[src/rtl/cap_tmr_pkg.sv]
package cap_tmr_pkg;
    typedef enum logic [1:0] {
        ST_INIT = 2'd0,
        ST_LOW  = 2'd1,
        ST_HIGH = 2'd2
    } lvl_state_e;

    localparam int unsigned NUM_FLAGS = 2;
    localparam int unsigned FLAG_CAP  = 0;
    localparam int unsigned FLAG_UNF  = 1;
endpackage

[src/rtl/cap_edge_fsm.sv]
module cap_edge_fsm
    import cap_tmr_pkg::*;
(
    input  logic clk,
    input  logic rst_n,
    input  logic sig_i,
    input  logic rise_sel_i,
    output logic evt_o
);
    lvl_state_e state_q, state_d;
    logic       qual_edge;

    always_comb begin
        state_d   = state_q;
        qual_edge = 1'b0;
        unique case (state_q)
            ST_INIT: state_d = sig_i ? ST_HIGH : ST_LOW;
            ST_LOW: begin
                if (sig_i) begin
                    state_d   = ST_HIGH;
                    qual_edge = rise_sel_i;
                end
            end
            ST_HIGH: begin
                if (!sig_i) begin
                    state_d   = ST_LOW;
                    qual_edge = !rise_sel_i;
                end
            end
            default: state_d = ST_INIT;
        endcase
    end

    always_ff @(posedge clk or negedge rst_n) begin
        if (!rst_n) state_q <= ST_INIT;
        else        state_q <= state_d;
    end

    always_ff @(posedge clk or negedge rst_n) begin
        if (!rst_n) evt_o <= 1'b0;
        else        evt_o <= qual_edge;
    end

    // leaving the initial state never yields an event
    a_r5_init_quiet: assert property (@(posedge clk) disable iff (!rst_n)
        (state_q == ST_INIT) |=> !evt_o);

    // an event matches the selected polarity of the sampled level
    a_r4_polarity: assert property (@(posedge clk) disable iff (!rst_n)
        evt_o |-> ($past(rise_sel_i) ? $past(sig_i) : !$past(sig_i)));
endmodule

[src/rtl/cap_down_counter.sv]
module cap_down_counter #(
    parameter int unsigned WIDTH = 16
) (
    input  logic             clk,
    input  logic             rst_n,
    input  logic             tick_i,
    input  logic             preset_i,
    output logic [WIDTH-1:0] count_o,
    output logic             unf_o
);
    localparam logic [WIDTH-1:0] ALL_ONES = {WIDTH{1'b1}};
    localparam logic [WIDTH-1:0] ZERO     = '0;

    always_comb begin
        unf_o = tick_i && !preset_i && (count_o == ZERO);
    end

    always_ff @(posedge clk or negedge rst_n) begin
        if (!rst_n)        count_o <= ALL_ONES;
        else if (preset_i) count_o <= ALL_ONES;
        else if (tick_i)   count_o <= count_o - 1'b1;
    end

    // a tick without preset steps the count down by one (wrapping)
    a_r2_step: assert property (@(posedge clk) disable iff (!rst_n)
        (tick_i && !preset_i) |=> (count_o == $past(count_o) - 1'b1));

    // no tick and no preset holds the count
    a_r2_hold: assert property (@(posedge clk) disable iff (!rst_n)
        (!tick_i && !preset_i) |=> $stable(count_o));

    // preset forces all ones whatever the tick
    a_r6_preset: assert property (@(posedge clk) disable iff (!rst_n)
        preset_i |=> (count_o == ALL_ONES));
endmodule

[src/rtl/cap_pend_flag.sv]
module cap_pend_flag (
    input  logic clk,
    input  logic rst_n,
    input  logic set_i,
    input  logic clr_i,
    output logic pend_o
);
    always_ff @(posedge clk or negedge rst_n) begin
        if (!rst_n)     pend_o <= 1'b0;
        else if (set_i) pend_o <= 1'b1;
        else if (clr_i) pend_o <= 1'b0;
    end

    // a set in the same cycle as a clear wins
    a_r7_set_wins: assert property (@(posedge clk) disable iff (!rst_n)
        set_i |=> pend_o);

    // a lone clear drops the flag
    a_r8_clear: assert property (@(posedge clk) disable iff (!rst_n)
        (clr_i && !set_i) |=> !pend_o);
endmodule

[src/rtl/edge_capture_timer.sv]
module edge_capture_timer
    import cap_tmr_pkg::*;
#(
    parameter int unsigned WIDTH = 16
) (
    input  logic             clk,
    input  logic             rst_n,
    input  logic             tick_i,
    input  logic             cap_in_i,
    input  logic             edge_rise_i,
    input  logic             preset_en_i,
    input  logic             cap_ie_i,
    input  logic             unf_ie_i,
    input  logic             cap_clr_i,
    input  logic             unf_clr_i,
    output logic [WIDTH-1:0] capture_o,
    output logic             cap_pend_o,
    output logic             unf_pend_o,
    output logic             irq_o
);
    logic             cap_evt;
    logic             unf_evt;
    logic [WIDTH-1:0] count;
    logic [NUM_FLAGS-1:0] flag_set, flag_clr, flag_q, flag_ie;

    cap_edge_fsm u_edge (
        .clk        (clk),
        .rst_n      (rst_n),
        .sig_i      (cap_in_i),
        .rise_sel_i (edge_rise_i),
        .evt_o      (cap_evt)
    );

    cap_down_counter #(.WIDTH(WIDTH)) u_cnt (
        .clk      (clk),
        .rst_n    (rst_n),
        .tick_i   (tick_i),
        .preset_i (cap_evt && preset_en_i),
        .count_o  (count),
        .unf_o    (unf_evt)
    );

    always_ff @(posedge clk or negedge rst_n) begin
        if (!rst_n)       capture_o <= '0;
        else if (cap_evt) capture_o <= count;
    end

    always_comb begin
        flag_set[FLAG_CAP] = cap_evt;
        flag_set[FLAG_UNF] = unf_evt;
        flag_clr[FLAG_CAP] = cap_clr_i;
        flag_clr[FLAG_UNF] = unf_clr_i;
        flag_ie[FLAG_CAP]  = cap_ie_i;
        flag_ie[FLAG_UNF]  = unf_ie_i;
    end

    for (genvar g = 0; g < NUM_FLAGS; g++) begin : g_flag
        cap_pend_flag u_flag (
            .clk    (clk),
            .rst_n  (rst_n),
            .set_i  (flag_set[g]),
            .clr_i  (flag_clr[g]),
            .pend_o (flag_q[g])
        );
    end

    always_comb begin
        cap_pend_o = flag_q[FLAG_CAP];
        unf_pend_o = flag_q[FLAG_UNF];
        irq_o      = |(flag_q & flag_ie);
    end

    // an event loads the count seen before that edge
    a_r3_capture: assert property (@(posedge clk) disable iff (!rst_n)
        cap_evt |=> (capture_o == $past(count)));

    // without an event the capture register holds
    a_r4_hold: assert property (@(posedge clk) disable iff (!rst_n)
        !cap_evt |=> $stable(capture_o));

    // preset with a tick never reports underflow
    a_r6_no_unf: assert property (@(posedge clk) disable iff (!rst_n)
        (cap_evt && preset_en_i) |-> !unf_evt);
endmodule

[config.mk]
export PLATFORM = sky130hd
export DESIGN_NAME = edge_capture_timer
export DESIGN_NICKNAME = d
export VERILOG_FILES = /design/src/rtl/cap_tmr_pkg.sv /design/src/rtl/cap_edge_fsm.sv /design/src/rtl/cap_down_counter.sv /design/src/rtl/cap_pend_flag.sv /design/src/rtl/edge_capture_timer.sv
export SDC_FILE = /design/constraint.sdc
export NUM_CORES = 1
export LEC_CHECK = 0
export BUFFER_PORTS_ARGS = -buffer_cell sky130_fd_sc_hd__buf_4
export CORE_MARGIN = 1.5
export CORE_UTILIZATION = 55
export DETAILED_ROUTE_END_ITERATION = 6
export GPL_TIMING_DRIVEN = 0
export PLACE_DENSITY = 0.88
export SETUP_SLACK_MARGIN = 0.5
export SYNTH_ARGS = -nofsm -noshare
export SYNTH_HDL_FRONTEND = slang
export SYNTH_HIERARCHICAL = 1
export SYNTH_SLANG_ARGS = --single-unit
[constraint.sdc]
create_clock -name clk -period 2.67 [get_ports clk]
set_input_delay 0.267 -clock clk [delete_from_list [all_inputs] [get_ports clk]]
set_output_delay 0.267 -clock clk [all_outputs]
set_load 0.03 [all_outputs]
==> results.toml <==
[sta]
timing.final.ws_setup_ns = 0.555
final-max-slew-violation-count = 0
tightest_pin_transition_ns = 0.447
timing.slew.headroom_pct = 70.2
maximum_achievable_frequency_ghz = 0.473
timing.final.crit_period_ns = 2.12
hold_violations = 0
worst_clock_skew_ns = 0.0121
fin_setup_tns_ns = 0
setup_viol_count_final = 0
rsz_0062_raised_after_global_routing = "no"
whs_ns = 0.194
part_of_the_cycle_the_worst_path_needs_pct = 79.2

[global_routing]
use_met1_pct = 24.9
first_global_vias = 1246
antenna_found_initial = 0
globalRouteOverflowTotal = 0
maximum_number_of_pins_on_one_net_before_global_route_repair = 38
grt_met2_use_pct = 35.4
grt_pass1_wl_um = 5490
use_met3_pct = 6.71
gr-usage-all-layers_pct = 21.0
top_usage_layer = "met2"

[floorplanning]
io-pin-count = 29
floorplan.die_area_um2 = 3590
die-height_um = 59.9
core_um2 = 3080
initial_core_util_pct = 57.9
die_w_um = 59.9
fp-row-count = 20

[pwr]
power.switching_w = 0.00103
p_sw_share_pct = 38.9
internal-power_w = 0.00161
ir_worst_vdd_uv = 588
static_leakage_nw = 0.924
power.density_cell_area_nw_per_um2 = 1240
comb_power_share_pct = 43.9
seqPwrFrac_pct = 43.7
clock_power_share_pct = 12.4

[synth]
synth.area.top_cells = "sky130_fd_sc_hd__dfrtp_1 29%, sky130_fd_sc_hd__dfstp_2 24%, sky130_fd_sc_hd__mux2_4 7.6%"
synth_edf_count = 0
postSynthCellCount = 151
mappedNetlistArea_um2 = 1780
post_synthesis_net_count = 165
ys_warn_count = 6
yosysTopAreaCell = "sky130_fd_sc_hd__dfrtp_1"
synth-seq-area-share_pct = 53.1
share_of_async_settable_or_async_resettable_flops_after_synthesis_pct = 100
synth_area_per_cell_um2 = 11.8
postSynth.topFlopCell = "sky130_fd_sc_hd__dfrtp_1"
synth_top_area_share_pct = 29.5
yosys.cell_types.count = 37
ys_ff_latch = 37

[setup_path]
worstSetupEndpointType = "register"
crit_fanout = 7
critical_path.startpoint_type = "register"
worstRegToRegCells = 5
critPathRequiredTime_ns = 2.94
r2r_slack_ns = 0.55
crit_type = "register to register"
r2r-end = "u_cnt/count_o[13]$_DFFE_PN1P_"
regToRegStartpoint = "u_cnt/count_o[6]$_DFFE_PN1P_"
worst-endpoint-arrival_ns = 2.39

[worst_hold_path]
hold_path_depth = 3
holdPathEnd = "u_edge/evt_o$_DFF_PN0_"
holdCritPathClass = "input pin to register"
hold_sp = "edge_rise_i"

[cts]
cts_buffer_depth = 2
htree_levels = 2
clock_tree.root_cell = "sky130_fd_sc_hd__clkbuf_4"
numClockSinks = 37
worst_skew_pair.late_latency_ns = 0.34
cts_tree = "done"
number_of_buffers_added_by_the_clock_tree_synthesis_step = 5
clk_transition_reported_paths_ns = 0.11

[routing]
detailedRoute.firstIterationViolations = 66
routed_wire_length_per_instance_um = 14.7
route.final.wire_length_um = 3400
dr_total_vias = 1293
routed_via_count_divided_by_cell_count = 5.57
ant_nets = 0
drt_drc_violations_left = 0
detailedRoute.firstPassIterationCount = 4

[flow_run]
cap_viol_max_count = 0

[placed_design]
place_congestion = 0.856
port_buffers = 27
post_placement_worst_setup_slack_ns = 0.526
detailedPlacementHpwl_um = 2400

[cells_and_area]
mostFrequentLayoutCells = "29 x sky130_fd_sc_hd__buf_4, 21 x sky130_fd_sc_hd__dfrtp_1, 16 x sky130_fd_sc_hd__dfstp_2"
area_growth_syn_to_layout_pct = 19.6
drive_gt1_share_pct = 41.0
finish.utilization_pct = 69.3
insertedDiodeCount = 0
layout.cells.most_common = "sky130_fd_sc_hd__buf_4"
nNetsFinal = 201

[run_status]
run_status = "completed"
## final cells by class
type	instances	area, um^2
inverter	8	30.0
tap	44	55.1
fill	227	946
multi-input combinational	101	764
clock buffer	7	65.1
clock inverter	1	5.00
buffer	5	46.3
timing repair buffer	29	220
sequential	37	946
## registers in the layout, indices dropped and copies added (netlist names)
signal / cells
g_flag.u_flag/pend_o: 2
capture_o: 16
u_cnt/count_o: 16
u_edge/evt_o: 1
u_edge/state_q: 2
## critical path, cell delays in order (launching register included)
cell and delay (ns):
sky130_fd_sc_hd__dfstp_2 0.40, sky130_fd_sc_hd__or4_1 0.53, sky130_fd_sc_hd__buf_4 0.18, sky130_fd_sc_hd__or4_1 0.43, sky130_fd_sc_hd__o21ai_1 0.16, sky130_fd_sc_hd__or3b_1 0.35
## worst max-delay path by stage
stage	from	to	slack [ns]	depth (start not counted)
2_1_floorplan	u_cnt/count_o[7]$_DFFE_PN1P_	u_cnt/count_o[15]$_DFFE_PN1P_	0.61	4
3_3_place_gp	u_cnt/count_o[7]$_DFFE_PN1P_	u_cnt/count_o[15]$_DFFE_PN1P_	0.55	4
3_5_place_dp	u_cnt/count_o[7]$_DFFE_PN1P_	u_cnt/count_o[15]$_DFFE_PN1P_	0.53	4
4_1_cts	u_cnt/count_o[6]$_DFFE_PN1P_	u_cnt/count_o[13]$_DFFE_PN1P_	0.51	5
5_1_grt	u_cnt/count_o[6]$_DFFE_PN1P_	u_cnt/count_o[13]$_DFFE_PN1P_	0.50	5
6_report	u_cnt/count_o[6]$_DFFE_PN1P_	u_cnt/count_o[13]$_DFFE_PN1P_	0.55	5
## cell families after synthesis
kind of cell / share of synthesized area, %
flip-flops: 53.1
XOR/XNOR: 4.91
AND/OR/NAND/NOR: 17.0
buffers and inverters: 4.07
adder cells (fa/ha/maj): 2.81
AO/OA/AOI/OAI: 5.61
multiplexers: 12.6
## metrics by stage
stage / total power [W] / instance area [um^2] / std cells
2_1_floorplan: 0.00191 / 1780 / 151
3_3_place_gp: 0.00223 / 2040 / 222
3_5_place_dp: 0.00231 / 2040 / 222
4_1_cts: 0.00264 / 2120 / 231
5_1_grt: 0.00280 / 2130 / 232
6_report: 0.00264 / 2130 / 232
## synth_stat cells (5+ instances only)
cell / instances
sky130_fd_sc_hd__dfrtp_1: 21
sky130_fd_sc_hd__dfstp_2: 16
sky130_fd_sc_hd__nand2_1: 15
sky130_fd_sc_hd__mux2_4: 9
sky130_fd_sc_hd__xnor2_1: 9
sky130_fd_sc_hd__inv_1: 7
sky130_fd_sc_hd__mux2_2: 7
sky130_fd_sc_hd__nand3_1: 7
sky130_fd_sc_hd__o21ai_0: 6
sky130_fd_sc_hd__nor3_1: 5
sky130_fd_sc_hd__or3_1: 5
## per-layer routing
| metal | share of wire, % | vias to the layer above |
|---|---|---|
| met5 | 0 | - |
| met1 | 42 | 642 |
| met4 | 1.5 | 0 |
| li1 | - | 603 |
| met2 | 52 | 42 |
| met3 | 4.3 | 6 |
## timing repair
action	in CTS	in global routing
pin swaps	1	0
resized for setup	0	6
hold buffers	1	0
endpoints found under the hold margin	21	0
buffers inserted	0	1
endpoints found under the setup margin	1	1
## power by group through the flow
stage	Clock, W	Sequential [W]	Combinational, W
5_1_grt	0.000361	0.00120	0.00124
3_3_place_gp	0	0.00114	0.00109
2_1_floorplan	0	0.00136	0.000552
4_1_cts	0.000337	0.00116	0.00114
3_5_place_dp	0	0.00117	0.00114
6_report	0.000329	0.00115	0.00116
Power figures use the tool's default switching activity.
